[config.mk]
export PLATFORM = sky130hd
export DESIGN_NAME = sat_alu
export DESIGN_NICKNAME = d
export VERILOG_FILES = /design/src/rtl/sat_alu_pkg.sv /design/src/rtl/sat_addsub.sv /design/src/rtl/sat_datapath.sv /design/src/rtl/sat_sticky_reg.sv /design/src/rtl/sat_alu.sv
export SDC_FILE = /design/constraint.sdc
export NUM_CORES = 1
export LEC_CHECK = 0
export ABC_AREA = 1
export CORE_ASPECT_RATIO = 1.25
export CORE_MARGIN = 3
export CORE_UTILIZATION = 45
export DETAILED_ROUTE_END_ITERATION = 10
export PLACE_DENSITY_LB_ADDON = 0.08
export SETUP_SLACK_MARGIN = 0.5
export SLEW_MARGIN = 5
export SYNTH_ARGS = -nofsm -noshare
export SYNTH_HDL_FRONTEND = slang
export SYNTH_SLANG_ARGS = --single-unit
[constraint.sdc]
create_clock -name clk -period 0.9 [get_ports clk]
set_clock_uncertainty 0.1 [all_clocks]
set_input_delay 0.18 -clock clk [delete_from_list [all_inputs] [get_ports clk]]
set_output_delay 0.18 -clock clk [all_outputs]
set_load 0.005 [all_outputs]
[src/rtl/sat_alu_pkg.sv]
package sat_alu_pkg;
  typedef enum logic [1:0] {
    OPC_ADD  = 2'd0,
    OPC_SUB  = 2'd1,
    OPC_DADD = 2'd2,
    OPC_DSUB = 2'd3
  } sat_op_e;

  // Position of the sticky bit inside the status word.
  localparam int unsigned STICKY_POS = 27;
endpackage

[src/rtl/sat_addsub.sv]
// One saturating add or subtract step.
module sat_addsub #(
  parameter int unsigned W = 32
) (
  input  logic [W-1:0] in_x,
  input  logic [W-1:0] in_y,
  input  logic         do_sub,
  output logic [W-1:0] out_y,
  output logic         out_sat
);
  localparam logic [W-1:0] POS_LIM = {1'b0, {(W-1){1'b1}}};
  localparam logic [W-1:0] NEG_LIM = {1'b1, {(W-1){1'b0}}};

  logic [W:0] ext_x, ext_y, wide;

  always_comb begin
    ext_x = {in_x[W-1], in_x};
    ext_y = {in_y[W-1], in_y};
    wide  = do_sub ? (ext_x - ext_y) : (ext_x + ext_y);
    // The top two bits disagree exactly when the result does not fit in W bits.
    out_sat = wide[W] ^ wide[W-1];
    if (out_sat) out_y = wide[W] ? NEG_LIM : POS_LIM;
    else         out_y = wide[W-1:0];
  end
endmodule

[src/rtl/sat_datapath.sv]
// Operand doubling stage followed by the main saturating step.
module sat_datapath #(
  parameter int unsigned W = 32
) (
  input  sat_alu_pkg::sat_op_e op,
  input  logic [W-1:0]         a,
  input  logic [W-1:0]         b,
  output logic [W-1:0]         y,
  output logic                 any_sat
);
  import sat_alu_pkg::*;

  logic [W-1:0] dbl_b, rhs;
  logic         dbl_sat, main_sat;
  logic         use_dbl, is_sub;

  always_comb begin
    use_dbl = (op == OPC_DADD) || (op == OPC_DSUB);
    is_sub  = (op == OPC_SUB)  || (op == OPC_DSUB);
  end

  sat_addsub #(.W(W)) u_double (
    .in_x   (b),
    .in_y   (b),
    .do_sub (1'b0),
    .out_y  (dbl_b),
    .out_sat(dbl_sat)
  );

  assign rhs = use_dbl ? dbl_b : b;

  sat_addsub #(.W(W)) u_main (
    .in_x   (a),
    .in_y   (rhs),
    .do_sub (is_sub),
    .out_y  (y),
    .out_sat(main_sat)
  );

  assign any_sat = main_sat | (use_dbl & dbl_sat);
endmodule

[src/rtl/sat_sticky_reg.sv]
// Sticky saturation bit. A set request beats a status write.
module sat_sticky_reg (
  input  logic clk,
  input  logic rst_n,
  input  logic set_req,
  input  logic wr_en,
  input  logic wr_bit,
  output logic flag_q
);
  logic flag_d;

  always_comb begin
    flag_d = flag_q;
    if (set_req)    flag_d = 1'b1;
    else if (wr_en) flag_d = wr_bit;
  end

  always_ff @(posedge clk or negedge rst_n) begin
    if (!rst_n) flag_q <= 1'b0;
    else        flag_q <= flag_d;
  end
endmodule

[src/rtl/sat_alu.sv]
module sat_alu #(
  parameter int unsigned DATA_W = 32
) (
  input  logic              clk,
  input  logic              rst_n,
  input  logic              op_valid,
  input  logic [1:0]        op_code,
  input  logic [DATA_W-1:0] opnd_a,
  input  logic [DATA_W-1:0] opnd_b,
  input  logic              ext_set,
  input  logic              stat_wr,
  input  logic [31:0]       stat_wdata,
  output logic              res_valid,
  output logic [DATA_W-1:0] res_data,
  output logic              sticky_flag
);
  import sat_alu_pkg::*;

  sat_op_e           op_sel;
  logic [DATA_W-1:0] dp_y;
  logic              dp_sat;
  logic              set_any;
  logic              unused_stat_bits;

  logic [DATA_W-1:0] data_d, data_q;
  logic              vld_d, vld_q;

  assign op_sel = sat_op_e'(op_code);
  assign unused_stat_bits = ^{stat_wdata[31:STICKY_POS+1], stat_wdata[STICKY_POS-1:0]};

  sat_datapath #(.W(DATA_W)) u_dp (
    .op     (op_sel),
    .a      (opnd_a),
    .b      (opnd_b),
    .y      (dp_y),
    .any_sat(dp_sat)
  );

  assign set_any = ext_set | (op_valid & dp_sat);

  sat_sticky_reg u_sticky (
    .clk    (clk),
    .rst_n  (rst_n),
    .set_req(set_any),
    .wr_en  (stat_wr),
    .wr_bit (stat_wdata[STICKY_POS]),
    .flag_q (sticky_flag)
  );

  // Result stage next state: the data register loads only on a valid operation.
  always_comb begin
    vld_d  = op_valid;
    data_d = op_valid ? dp_y : data_q;
  end

  always_ff @(posedge clk or negedge rst_n) begin
    if (!rst_n) begin
      vld_q  <= 1'b0;
      data_q <= '0;
    end else begin
      vld_q  <= vld_d;
      data_q <= data_d;
    end
  end

  assign res_valid = vld_q;
  assign res_data  = data_q;
endmodule

==> out/qor.csv, run 1 <==
metric;value;unit
status;finished with violations;
failing checks;hold timing, setup timing;
Max FO, Critical Path;8;
Vias per Instance;5.20;
Crit path largest cell delay;0.35;ns
crit share post-route;4.70;
vias in the first global route;6183;
top cells by count, synth;nand2_1 (217), nor2_1 (90), a21oi_1 (53), nand3_1 (49);
Starting Density;0.464;
CORE AREA;0.0106;mm^2
Die Height;123;um
CTS Sinks;34;
Critical path buffers and inverters;7;
Hold Crit Class;input pin to async pin;
CTS tree;yes;
DRT Pass-1 Iters;5;
Synth top area share;0.173;
M3 GR Usage;0.0243;
I/O Buffers;105;
All-Layer GR Usage;0.277;
placer congestion estimate;0.872;
Slew headroom;0.676;
Final min period;4.23;ns
grt peak-use layer;met2;
Tightest Pin Transition;0.481;ns
layout cells sized above 1;0.440;
final core occ;0.830;
sequential fraction of the synthesis area;0.173;
Cell Area, Placed;0.00768;mm^2
DR WL/cell;15.8;um
Clk pin slew, worst setup/hold paths;0.05;ns
library cells used by synthesis;46;
Area Growth Syn to Fin;78.9;%
most numerous cell in the Yosys netlist;nand2_1;
final setup violation count;67;
antenna-violating nets left;0;
Max IR drop VDD;0.000959;V
Clock Root Buffer;clkbuf_16;
ant diodes;0;
Post-Layout Inst Area;0.00881;mm^2
final count of hold timing violations;9;
Placed Instances;1170;
vias;6420;
Fmax;237;MHz
CP Launch Type;input pin;
die area;0.0122;mm^2
syn_area_per_cell;6.61;um^2
# rows;42;
Crit path arrival time;4.29;ns
first-pass GRT wire length;27600;um
post-DP HPWL;13000;um
Final Max Tran Viols;0;
Synth Net Count;885;
Max-Cap Viols;0;
chip width;99.6;um
CP Class;input pin to register;
DRC;0;
Syn Inst Count;745;
largest cells by area after synthesis;dfrtp_1 (17%), nand2_1 (17%), ha_1 (9.1%);
Yosys reg bits;34;
PD cells;1820;mW/mm^2
Syn Std Cell Area;0.00493;mm^2
wirelength, routed;19500;um
IO Count;137;
CTS buffer count;5;
RSZ-0062 raised after global routing;true;
initial antenna violation count;0;
M1 GR Usage;0.313;
Slowest cell on crit path;ha_1;
CP top delay family;simple AND/OR/NAND/NOR gates;
H-tree depth;2;
worst setup margin;-3.33;ns
GRT met2 Usage;0.526;
Clock Latency Late Sink;0.29;ns
final cell count without fillers;1234;
endpoint type of the worst setup path;register;
Synth warnings;0;
WP data required;0.97;ns
Synth Flop Type;dfrtp_1;
1st-iter DRT viols;318;
Layout Nets;1241;
largest area contributor in the netlist;dfrtp_1;
Hold Worst Slack;-0.102;ns
Bufs on Longest Clock Path;2;
Leakage;0.00424;uW
ys async rst share;1.00;
GR Overflow Total;0;
number of synthesized flops with an enable pin;0;
cell mode on critical path;nand2_2;
largest net degree at the start of global routing;42;
[layer usage]
layer	wire length, um	up-vias	share of wire
met5	0	-	0
met4	718	0	0.037
met3	759	61	0.039
met2	10400	200	0.54
met1	7550	2996	0.39
li1	-	3163	-
[cells in the final DEF (no fill, tap or decap), types with 18 or more instances in the layout]
cell,Yosys,layout
a21oi_4,20,20
xnor2_1,22,21
ha_1,36,32
dfrtp_1,34,34
xor2_1,35,35
nor2_1,90,74
nand2_4,1,22
clkdlybuf4s50_1,0,66
a21oi_1,53,37
nand2_2,11,33
or2_2,18,18
buf_4,5,244
inv_1,36,33
nand3_1,49,41
nand2_1,217,173
buf_2,5,35
o21ai_0,36,25
[per-stage QoR]
step | setup TNS [ns] | power, uW | worst slack [ns]
2_1_floorplan | -95.30 | 7110 | -2.95
3_3_place_gp | -136.73 | 11600 | -4.00
3_5_place_dp | -142.38 | 11900 | -4.20
4_1_cts | -106.56 | 14500 | -3.11
5_1_grt | -122.64 | 16900 | -3.59
6_report | -114.04 | 16000 | -3.33
[state kept, by name, indices dropped and copies added (netlist names)]
signal           flops
u_sticky.flag_q      1
res_data            32
res_valid            1
[what timing repair did]
action,4_1_cts,5_1_grt
endpoints found under the setup margin,102,68
setup buffers,30,17
cloned,5,4
pin swaps,36,38
gates resized for setup,237,75
endpoints found under the hold margin,9,9
[logic make-up after synthesis]
group | after synthesis | share of synthesized area
AOI/OAI and AO/OA | 131 | 0.188
xor gates and xnor gates | 57 | 0.101
adders and majority gates | 37 | 0.0955
buffers and inverters | 63 | 0.0648
DFF | 34 | 0.173
and+or+nand+nor | 423 | 0.377
[report_power, final]
group	total [uW]	switching, uW	leakage, uW	internal, uW
Clock	1770	676	0.0000739	1100
Combinational	11800	5820	0.00379	5930
Sequential	2470	368	0.000377	2110
[path summary, 6_finish.rpt]
check                                               from                       end  slack [ns]  depth (start not counted)
worst max-delay path                          opnd_b[30]  res_data[15]$_DFFE_PN0P_       -3.33                         30
worst min-delay path                               rst_n  res_data[25]$_DFFE_PN0P_       -0.10                          2
worst max register to register  res_data[19]$_DFFE_PN0P_  res_data[19]$_DFFE_PN0P_       -0.25                          4
worst min register to register  res_data[28]$_DFFE_PN0P_  res_data[28]$_DFFE_PN0P_        0.44                          2
max in group asynchronous                          rst_n  res_data[19]$_DFFE_PN0P_        0.53                          2
min in group clk                                op_valid       res_valid$_DFF_PN0_        0.12                          2
[cell type report]
cell class / count / area, um^2
timing repair buffer: 369 / 3100
timing repair inverter: 2 / 50.0
multi-input combinational: 648 / 4320
inverter: 41 / 185
clock inverter: 1 / 5.00
sequential: 34 / 851
tap: 132 / 165
fill: 675 / 1800
clock buffer: 7 / 143
No activity file was read; power rests on OpenSTA's default activity.
==> inputs of run 2 (changes only) <==
CORE_UTILIZATION = 60   (was 45)
DONT_BUFFER_PORTS = 1   (was unset)
SKIP_LAST_GASP = 1   (was unset)
==> run 2 against run 1 <==
- the flow now stops in 5_1_grt
- synthesized area did not move
- synthesized cell count did not move
==> out/qor.csv, run 2 <==
metric;value;unit
Starting Density;0.625;
Synth Flop Type;dfrtp_1;
multiplexer share of the synthesized area;0;
sequential fraction of the synthesis area;0.173;
Failed at;5_1_grt;
placer congestion estimate;0.929;
status;stopped before the end;
largest area contributor in the netlist;dfrtp_1;
I/O Buffers;0;
post-DP HPWL;12400;um
ys async rst share;1.00;
CTS buffer count;5;
Worst EP kind;register data pin;
Post-Synth Adder-Cell Area;0.0955;
Post-Synth XOR/XNOR Area;0.101;
IO Count;137;
top cells by count, synth;nand2_1 (217), nor2_1 (90), a21oi_1 (53), nand3_1 (49);
Bufs on Longest Clock Path;2;
combinational family with the most area after synthesis;simple AND/OR/NAND/NOR gates;
Yosys reg bits;34;
largest cells by area after synthesis;dfrtp_1 (17%), nand2_1 (17%), ha_1 (9.1%);
H-tree depth;2;
library cells used by synthesis;46;
Cell Area, Placed;0.00651;mm^2
# rows;36;
error msg;[ERROR DPL-0038] Utilization greater than 100%, impossible to legalize;
CTS Sinks;34;
Synth top area share;0.173;
most numerous cell in the Yosys netlist;nand2_1;
Synth warnings;0;
DP Worst Slack;-3.50;ns
Synth Net Count;885;
largest net degree at the start of global routing;55;
chip width;87.0;um
Post-Synth Simple-Gate Area;0.377;
Synth Area in Compound Gates;0.188;
number of synthesized flops with an enable pin;0;
syn_area_per_cell;6.61;um^2
Syn Inst Count;745;
Clock Root Buffer;clkbuf_8;
Syn Std Cell Area;0.00493;mm^2
Die Height;107;um
grt repair worst endpoint;res_data[28]$_DFFE_PN0P_/D;
==> run 2: per-stage QoR <==
stage | instances | utilization | hold slack (ns)
after detailed placement | 1019 | 0.825 | -0.215
after CTS | 1059 | 0.900 | -0.536
after floorplan | 745 | - | -0.216
after global placement | 1019 | 0.825 | -0.215
==> run 2: logic make-up after synthesis <==
logic type	count (synthesis)
AOI/OAI and AO/OA	131
xor gates and xnor gates	57
adders and majority gates	37
buffers and inverters	63
DFF	34
and+or+nand+nor	423
==> run 2: what timing repair did <==
action,4_1_cts
gates resized for setup,73
endpoints found under the setup margin,67
pin swaps,20
setup buffers,32
endpoints found under the hold margin,68
==> inputs of run 3 (changes only) <==
CORE_ASPECT_RATIO = unset   (was 1.25)
CORE_UTILIZATION = 40   (was 60)
PLACE_DENSITY_LB_ADDON = 0.15   (was 0.08)
SETUP_SLACK_MARGIN = unset   (was 0.5)
clock period = 1.17 ns   (was 0.9 ns; I/O delays follow)
==> run 3 against run 2 <==
- the flow now finishes, with violations (hold timing, setup timing)
==> out/qor.csv, run 3 (synthesis results as in run 1) <==
metric;value;unit
Layout Nets;1083;
RSZ-0062 raised after global routing;true;
Die Height;117;um
DR WL/cell;14.4;um
All-Layer GR Usage;0.223;
CORE AREA;0.0117;mm^2
# hold bufs at CTS;4;
first-pass GRT wire length;24700;um
Placed Instances;1052;
final count of hold timing violations;34;
CTS tree;yes;
commonest non-fill, non-tap cell in the layout;buf_4;
Leakage;0.00349;uW
initial antenna violation count;0;
Slowest cell on crit path;ha_1;
combinational power share;0.677;
total power;10000;uW
DRC;0;
Clk pin slew, worst setup/hold paths;0.05;ns
Vias per Instance;5.03;
Bufs on Longest Clock Path;2;
1st-iter DRT viols;288;
failing checks;hold timing, setup timing;
DP Worst Slack;-3.14;ns
Hold Crit Class;input pin to async pin;
CP top delay family;simple AND/OR/NAND/NOR gates;
CP Launch Type;input pin;
vias;5457;
DRT Pass-1 Iters;4;
switching share of power;0.430;
CTS buffer count;5;
Clock Latency Late Sink;0.27;ns
final setup violation count;33;
number of flip-flops under the largest register name;32;
Net Switching;4320;uW
sequential power share;0.198;
post-DP HPWL;12600;um
antenna-violating nets left;0;
Final min period;3.80;ns
largest net degree at the start of global routing;55;
worst r2r src;u_sticky.flag_q$_DFFE_PN0P_;
Final Max Tran Viols;0;
WP data required;1.23;ns
# rows;39;
CP Class;input pin to register;
final cell count without fillers;1085;
placer congestion estimate;0.899;
worst setup margin;-2.63;ns
H-tree depth;2;
status;finished with violations;
start point of the critical path;opnd_b[30];
Area Growth Syn to Fin;50.9;%
I/O Buffers;0;
Crit path largest cell delay;0.40;ns
layout cells sized above 1;0.420;
Power Internal;5720;uW
vias in the first global route;5412;
Starting Density;0.421;
Clock Root Buffer;clkbuf_16;
Hold Worst Slack;-0.450;ns
IO Count;137;
Slew headroom;0.693;
crit share post-route;3.25;
Fmax;263;MHz
GR Overflow Total;0;
Max FO, Critical Path;6;
final core occ;0.635;
Max-Cap Viols;0;
commonest cells after routing, fill and taps aside;buf_4 (194), nand2_1 (172), nor2_1 (75);
die area;0.0137;mm^2
chip width;117;um
wirelength, routed;15600;um
Tightest Pin Transition;0.455;ns
ant diodes;0;
PD cells;1350;mW/mm^2
Max IR drop VDD;0.000626;V
endpoint type of the worst setup path;register;
CTS Sinks;34;
Critical path buffers and inverters;2;
# fillers;1068;
Clock Power Share;0.125;
Crit path arrival time;3.86;ns
[run 3: routing by layer]
metal  track usage  wire length (um)  part of all wire  vias to the layer above
met5             0                 0                 0                        -
met4        0.0726               423             0.027                        0
met3        0.0452              1100             0.070                       32
met2         0.374              7320              0.47                      140
met1         0.286              6780              0.43                     2447
li1              -                 -                 -                     2838
[run 3: through the flow]
stage                     TNS (ns)  hold slack (ns)  area (um^2)
after global placement      -98.01           -0.161         6450
after detailed placement   -100.26           -0.161         6450
after global routing        -92.36           -0.459         7430
after CTS                   -82.49           -0.454         6870
final                       -85.01           -0.450         7430
after floorplan             -88.18           -0.162         5010
[run 3: worst paths after layout]
check | cells after the start | end | slack (ns)
min reg2reg | 2 | res_data[30]$_DFFE_PN0P_ | 0.44
max reg2reg | 4 | u_sticky.flag_q$_DFFE_PN0P_ | 0.19
min | 0 | res_data[4]$_DFFE_PN0P_ | -0.45
max | 30 | res_data[11]$_DFFE_PN0P_ | -2.63
min in group clk | 2 | res_data[0]$_DFFE_PN0P_ | 0.01
max in group asynchronous | 0 | res_data[25]$_DFFE_PN0P_ | 1.34
[run 3: cell type report]
type	count	area, um^2	area share
clock buffer	6	139	0.0187
inverter	41	185	0.0249
multi-input combinational	648	4360	0.587
sequential	34	851	0.114
tap	143	179	0.0241
timing repair buffer	213	1720	0.231
[run 3: power groups by stage]
stage	clock [uW]	combinational, uW	sequential [uW]
5_1_grt	1330	7410	2060
2_1_floorplan	0	3570	1900
6_report	1260	6800	1990
4_1_cts	1280	5850	2000
3_5_place_dp	0	5570	2010
3_3_place_gp	0	5470	2010
[run 3: what timing repair did]
item                                    4_1_cts  5_1_grt
gates cloned                                  0        3
resized for setup                            44      112
buffers inserted                             12        9
endpoints found under the setup margin       33       33
pin swaps                                    23       55
hold endpoints to repair                     38       34
==> inputs of run 4 (changes only) <==
SLEW_MARGIN = 40   (was 5)
==> results of run 4 <==
No change in the layout: final DEF, timing and power equal those of run 3.
